[src/rtl/nmi_pkg.sv]
package nmi_pkg;
  typedef enum logic {
    EDGE_RISE = 1'b0,
    EDGE_FALL = 1'b1
  } nmi_edge_e;
endpackage

[src/rtl/nmi_sync.sv]
module nmi_sync #(
  parameter int STAGES = 2
) (
  input  logic clk,
  input  logic rst_n,
  input  logic async_in,
  output logic sync_out
);
  logic [STAGES-1:0] chain_q;
  logic [STAGES-1:0] chain_d;

  always_comb begin
    chain_d[0] = async_in;
    for (int i = 1; i < STAGES; i++) chain_d[i] = chain_q[i-1];
  end

  always_ff @(posedge clk or negedge rst_n) begin
    if (!rst_n) chain_q <= '0;
    else        chain_q <= chain_d;
  end

  assign sync_out = chain_q[STAGES-1];
endmodule

[src/rtl/nmi_edge_det.sv]
module nmi_edge_det
  import nmi_pkg::*;
(
  input  logic      clk,
  input  logic      rst_n,
  input  logic      level,
  input  nmi_edge_e polarity,
  output logic      event_pulse
);
  logic prev_q;

  always_ff @(posedge clk or negedge rst_n) begin
    if (!rst_n) prev_q <= 1'b0;
    else        prev_q <= level;
  end

  always_comb begin
    unique case (polarity)
      EDGE_RISE: event_pulse = level & ~prev_q;
      EDGE_FALL: event_pulse = ~level & prev_q;
      default:   event_pulse = 1'b0;
    endcase
  end
endmodule

[src/rtl/nmi_req_track.sv]
module nmi_req_track (
  input  logic clk,
  input  logic rst_n,
  input  logic set_evt,
  input  logic ack,
  output logic req
);
  logic req_q;
  logic req_d;
  logic req_en;

  // A new event overrides a simultaneous acknowledge.
  assign req_en = set_evt | ack;
  always_comb req_d = set_evt ? 1'b1 : 1'b0;

  always_ff @(posedge clk or negedge rst_n) begin
    if (!rst_n)      req_q <= 1'b0;
    else if (req_en) req_q <= req_d;
  end

  assign req = req_q;
endmodule

[src/rtl/nmi_status_reg.sv]
module nmi_status_reg #(
  parameter int DATA_W    = 32,
  parameter int LEVEL_BIT = 31,
  parameter int FLAG_BIT  = 16
) (
  input  logic              clk,
  input  logic              rst_n,
  input  logic              set_evt,
  input  logic              level,
  input  logic              wr_en,
  input  logic [DATA_W-1:0] wdata,
  output logic [DATA_W-1:0] rdata
);
  logic flag_q;
  logic flag_d;
  logic flag_en;
  logic clr_req;
  logic unused_wdata;

  assign clr_req      = wr_en & ~wdata[FLAG_BIT];
  assign unused_wdata = ^wdata;

  // Hardware set has priority over a software clear in the same cycle.
  assign flag_en = set_evt | clr_req;
  always_comb flag_d = set_evt ? 1'b1 : 1'b0;

  always_ff @(posedge clk or negedge rst_n) begin
    if (!rst_n)       flag_q <= 1'b0;
    else if (flag_en) flag_q <= flag_d;
  end

  always_comb begin
    rdata            = '0;
    rdata[LEVEL_BIT] = level;
    rdata[FLAG_BIT]  = flag_q;
  end
endmodule

[src/rtl/nmi_flag_ctrl.sv]
module nmi_flag_ctrl
  import nmi_pkg::*;
#(
  parameter int SYNC_STAGES = 2,
  parameter int DATA_W      = 32,
  parameter int LEVEL_BIT   = 31,
  parameter int FLAG_BIT    = 16
) (
  input  logic              clk,
  input  logic              rst_n,
  input  logic              nmi_pin,
  input  logic              edge_sel,
  input  logic              cpu_ack,
  output logic              nmi_req,
  input  logic              reg_wr_en,
  input  logic [DATA_W-1:0] reg_wdata,
  output logic [DATA_W-1:0] reg_rdata
);
  logic      pin_sync;
  logic      det_pulse;
  nmi_edge_e polarity;

  assign polarity = nmi_edge_e'(edge_sel);

  nmi_sync #(.STAGES(SYNC_STAGES)) u_sync (
    .clk      (clk),
    .rst_n    (rst_n),
    .async_in (nmi_pin),
    .sync_out (pin_sync)
  );

  nmi_edge_det u_edge (
    .clk         (clk),
    .rst_n       (rst_n),
    .level       (pin_sync),
    .polarity    (polarity),
    .event_pulse (det_pulse)
  );

  nmi_req_track u_req (
    .clk     (clk),
    .rst_n   (rst_n),
    .set_evt (det_pulse),
    .ack     (cpu_ack),
    .req     (nmi_req)
  );

  nmi_status_reg #(
    .DATA_W    (DATA_W),
    .LEVEL_BIT (LEVEL_BIT),
    .FLAG_BIT  (FLAG_BIT)
  ) u_stat (
    .clk     (clk),
    .rst_n   (rst_n),
    .set_evt (det_pulse),
    .level   (pin_sync),
    .wr_en   (reg_wr_en),
    .wdata   (reg_wdata),
    .rdata   (reg_rdata)
  );
endmodule

[config.mk]
export PLATFORM = sky130hd
export DESIGN_NAME = nmi_flag_ctrl
export DESIGN_NICKNAME = d
export VERILOG_FILES = /design/src/rtl/nmi_pkg.sv /design/src/rtl/nmi_sync.sv /design/src/rtl/nmi_edge_det.sv /design/src/rtl/nmi_req_track.sv /design/src/rtl/nmi_status_reg.sv /design/src/rtl/nmi_flag_ctrl.sv
export SDC_FILE = /design/constraint.sdc
export NUM_CORES = 1
export LEC_CHECK = 0
export BUFFER_PORTS_ARGS = -buffer_cell sky130_fd_sc_hd__buf_2
export CAP_MARGIN = 20
export CORE_MARGIN = 2
export CORE_UTILIZATION = 26
export DETAILED_ROUTE_END_ITERATION = 10
export GPL_TIMING_DRIVEN = 0
export PLACE_DENSITY = 0.77
export SETUP_SLACK_MARGIN = 0.4
export SLEW_MARGIN = 25
export SYNTH_ARGS = -nofsm -noshare
export SYNTH_HDL_FRONTEND = slang
export SYNTH_SLANG_ARGS = --single-unit
[constraint.sdc]
create_clock -name clk -period 1.1 [get_ports clk]
set_input_delay 0 -clock clk [delete_from_list [all_inputs] [get_ports clk]]
set_output_delay 0 -clock clk [all_outputs]
set_load 0.03 [all_outputs]
==> summary.md <==
| Metric | Value |
|---|---|
| Category of the most critical setup path | `reg -> reg` |
| Setup repair after global routing missed its margin | `yes` |
| Net Switching | `270 uW` |
| Post-Layout Cell Count | `~110` |
| Commonest cells after routing, fill and taps aside | `32 x buf_4, 30 x conb_1, 6 x buf_2, 5 x dfrtp_1, 4 x buf_6` |
| Standard cell core area | `1510 sq um` |
| Number of antenna violations at the first check in global routing | `0` |
| Placed instance area | `588 sq um` |
| Post-route setup slack | `0.150 ns` |
| Starting utilization of the core area | `0.275` |
| Crit Path Max Fanout | `3` |
| Clock group share of total power | `0.276` |
| FF-to-FF setup slack | `0.15 ns` |
| Tightest Hold Check Type | `in -> reg` |
| Insertion delay of the later-clocked pin in the worst-skew pair | `approximately 0.23 ns` |
| Most frequent standard cell in the layout excluding fill and tap cells | `buf_4` |
| Combinational Power Share | `0.437` |
| Final setup violation count | `0` |
| Run status | `finished clean` |
| Number of I/O port buffers | `9` |
| Iteration-0 DRC Markers | `2` |
| CTS Buffer Depth | `2` |
| Vias in the first global route | `approximately 240` |
| Width of the die | `between 40 and 50 microns` |
| Clock transition at the register clock pins on the worst setup and hold paths after CTS | `0.04 ns` |
| Pin count of the biggest net entering global routing | `6` |
| Cell count after synthesis | `45` |
| Cells after DPL | `99` |
| Count of endpoints failing hold in the final timing report | `0` |
| Number of nets with antenna violations after detailed routing | `0` |
| Vias after detailed routing | `311` |
| Hold path startpoint | `cpu_ack` |
| Setup WS pre-CTS | `0.149 ns` |
| CTS tree | `built` |
| Portion of total power attributed to sequential cells | `0.287` |
| Maximum clock frequency | `around 1100 MHz` |
| Worst hold path endpoint | `u_req.req` |
| Clk sink count | `5` |
| Worst setup SP type | `flop` |
| DRC violation count after routing | `0` |
| Remaining global-route overflow | `0` |
| Leak Pwr | `0.421 nW` |
| Detailed-route wire length | `659 microns` |
| Synth top area share | `0.580` |
| Worst Clk Skew | `0.00266 ns` |
| Ranking of synthesized cells by area | `buf_4 58%, dfrtp_1 30%, or3b_1 2.1%, nand3b_1 1.8%, o211ai_1 1.8%` |
| Height of the die | `43.9 microns` |
| DIE AREA | `1930 sq um` |
| Depth of the CTS H-tree | `1` |
| Peak ir drop on the vdd network | `0.580 mV` |
| Crit path capture type | `flop` |
| Data arrival time of the critical path | `1.10 ns` |
| # nets final | `129` |
| Library cell with the largest summed area after synthesis | `buf_4` |
| Internal power | `464 uW` |
| Average vias per placed instance | `2.93` |
| Floorplan row count | `14` |
| Launching point of the worst reg2reg path | `u_sync.chain_q[1]` |
| Area Growth Syn to Fin | `61.0%` |
| First-pass DRT Iterations | `2` |
| Number of distinct library cells after synthesis | `10` |
| Number of buffers added by the clock tree synthesis step | `3` |
| Warnings, synthesis | `0` |
| First-pass GRT wire length | `828 microns` |
| Total of flip-flops plus latches after synthesis | `5` |
| Switch share | `0.368` |
| Summed negative setup slack over all endpoints | `0 ns` |
| Worst Reg-to-Reg Cells | `2` |
| Time the final worst path needs with I/O delays and setup | `0.950 ns` |
| Number of pins exceeding their max-slew limit in the final report | `0` |
| Part of the Yosys area used for sequential elements | `0.302` |
| Summed instance area of the synthesized netlist | `414 sq um` |
| Final instance area | `667 sq um` |
| Aggregate global-route resource usage | `0.0614` |
| Hold Crit Depth | `3` |
| Placer congestion estimate | `0.628` |
| Antenna diode count | `0` |
| Endpoint required time on the critical path | `1.25 ns` |
| Critical R2R Capture | `u_stat.flag_q` |
| Count of max-cap constraint violations | `0` |
| PwrDens | `1100 nW/um^2` |
| Layout cells sized above 1 | `0.511` |
| Mean area per synthesized cell | `9.20 sq um` |
| Boundary pin count | `71` |
| Post-route fraction of the period consumed by the critical path | `0.864` |
| Avg WL per Cell | `6.22 microns` |
| Root buffer selected by CTS | `clkbuf_4` |
| Final standard cell utilization of the core | `0.443` |
==> how the worst max path moves through the flow <==
| stage | from | end | slack, ns | depth (start not counted) |
|---|---|---|---|---|
| 2_1_floorplan | u_edge.prev_q | u_stat.flag_q | 0.23 | 2 |
| 3_3_place_gp | u_sync.chain_q[1] | u_stat.flag_q | 0.20 | 2 |
| 3_5_place_dp | u_sync.chain_q[1] | u_stat.flag_q | 0.15 | 2 |
| 4_1_cts | u_sync.chain_q[1] | u_stat.flag_q | 0.16 | 2 |
| 5_1_grt | u_sync.chain_q[1] | u_stat.flag_q | 0.12 | 2 |
| 6_report | u_sync.chain_q[1] | u_stat.flag_q | 0.15 | 2 |
==> critical path, cell delays in order, from the launching register on <==
cell	delay, ns
dfrtp_1	0.38
or3b_4	0.39
o211ai_1	0.09
==> repair_timing <==
action	CTS	global route
hold buffers	2	0
hold endpoints to repair	6	0
setup buffers	1	0
endpoints found under the setup margin	5	5
cloned	0	0
pin swaps	1	0
gates resized for setup	7	1
==> layer usage <==
layer	wire length, microns	vias to the layer above	share of wire	GRT usage
li1	-	165	-	-
met1	180	119	0.27	0.0332
met2	359	27	0.54	0.129
met3	118	0	0.18	0.0375
met4	0	0	0	0.0364
met5	0	-	0	0
==> state kept, by name (all words and copies together), names as in the netlist <==
signal,flops
u_req.req,1
u_stat.flag_q,1
u_edge.prev_q,1
u_sync.chain_q,2
==> power by group through the flow <==
stage                     Combinational (mW)  Sequential, mW  Clock [mW]
after global routing                   0.337           0.212       0.218
after CTS                              0.315           0.210       0.215
after global placement                 0.285           0.210           0
after detailed placement               0.288           0.210           0
after floorplan                        0.253           0.216           0
final                                  0.320           0.211       0.203
==> area by class of cell <==
class | count | area [sq um]
plain buffers | 32 | 244
clock buffers | 4 | 26.3
fillers | 143 | 840
inverters | 1 | 3.75
multi-input cells | 36 | 156
flip-flops and latches | 5 | 125
well taps | 16 | 20.0
repair buffers | 12 | 91.3
==> metrics by stage <==
stage,total power [mW],hold slack [ns]
2_1_floorplan,0.470,-0.296
3_3_place_gp,0.496,-0.184
3_5_place_dp,0.498,-0.180
4_1_cts,0.740,0.0175
5_1_grt,0.767,0.0694
6_report,0.734,0.0266
==> cells by family (layout without fill, tap and decap cells) <==
| kind of cell | Yosys count | in the layout | synth area share |
|---|---|---|---|
| flip-flops | 5 | 5 | 0.302 |
| AO/OA/AOI/OAI | 1 | 1 | 0.0181 |
| AND/OR/NAND/NOR | 5 | 5 | 0.0816 |
| buffers and inverters | 33 | 49 | 0.589 |
| other | 1 | 30 | 0.00905 |
==> Yosys cell counts <==
cell and n:
buf_4 32, conb_1 1, dfrtp_1 5, inv_1 1, nand2b_1 1, nand3_1 1, nand3b_1 1, nor2b_1 1
o211ai_1 1, or3b_1 1
No activity file was read; power rests on OpenSTA's default activity.
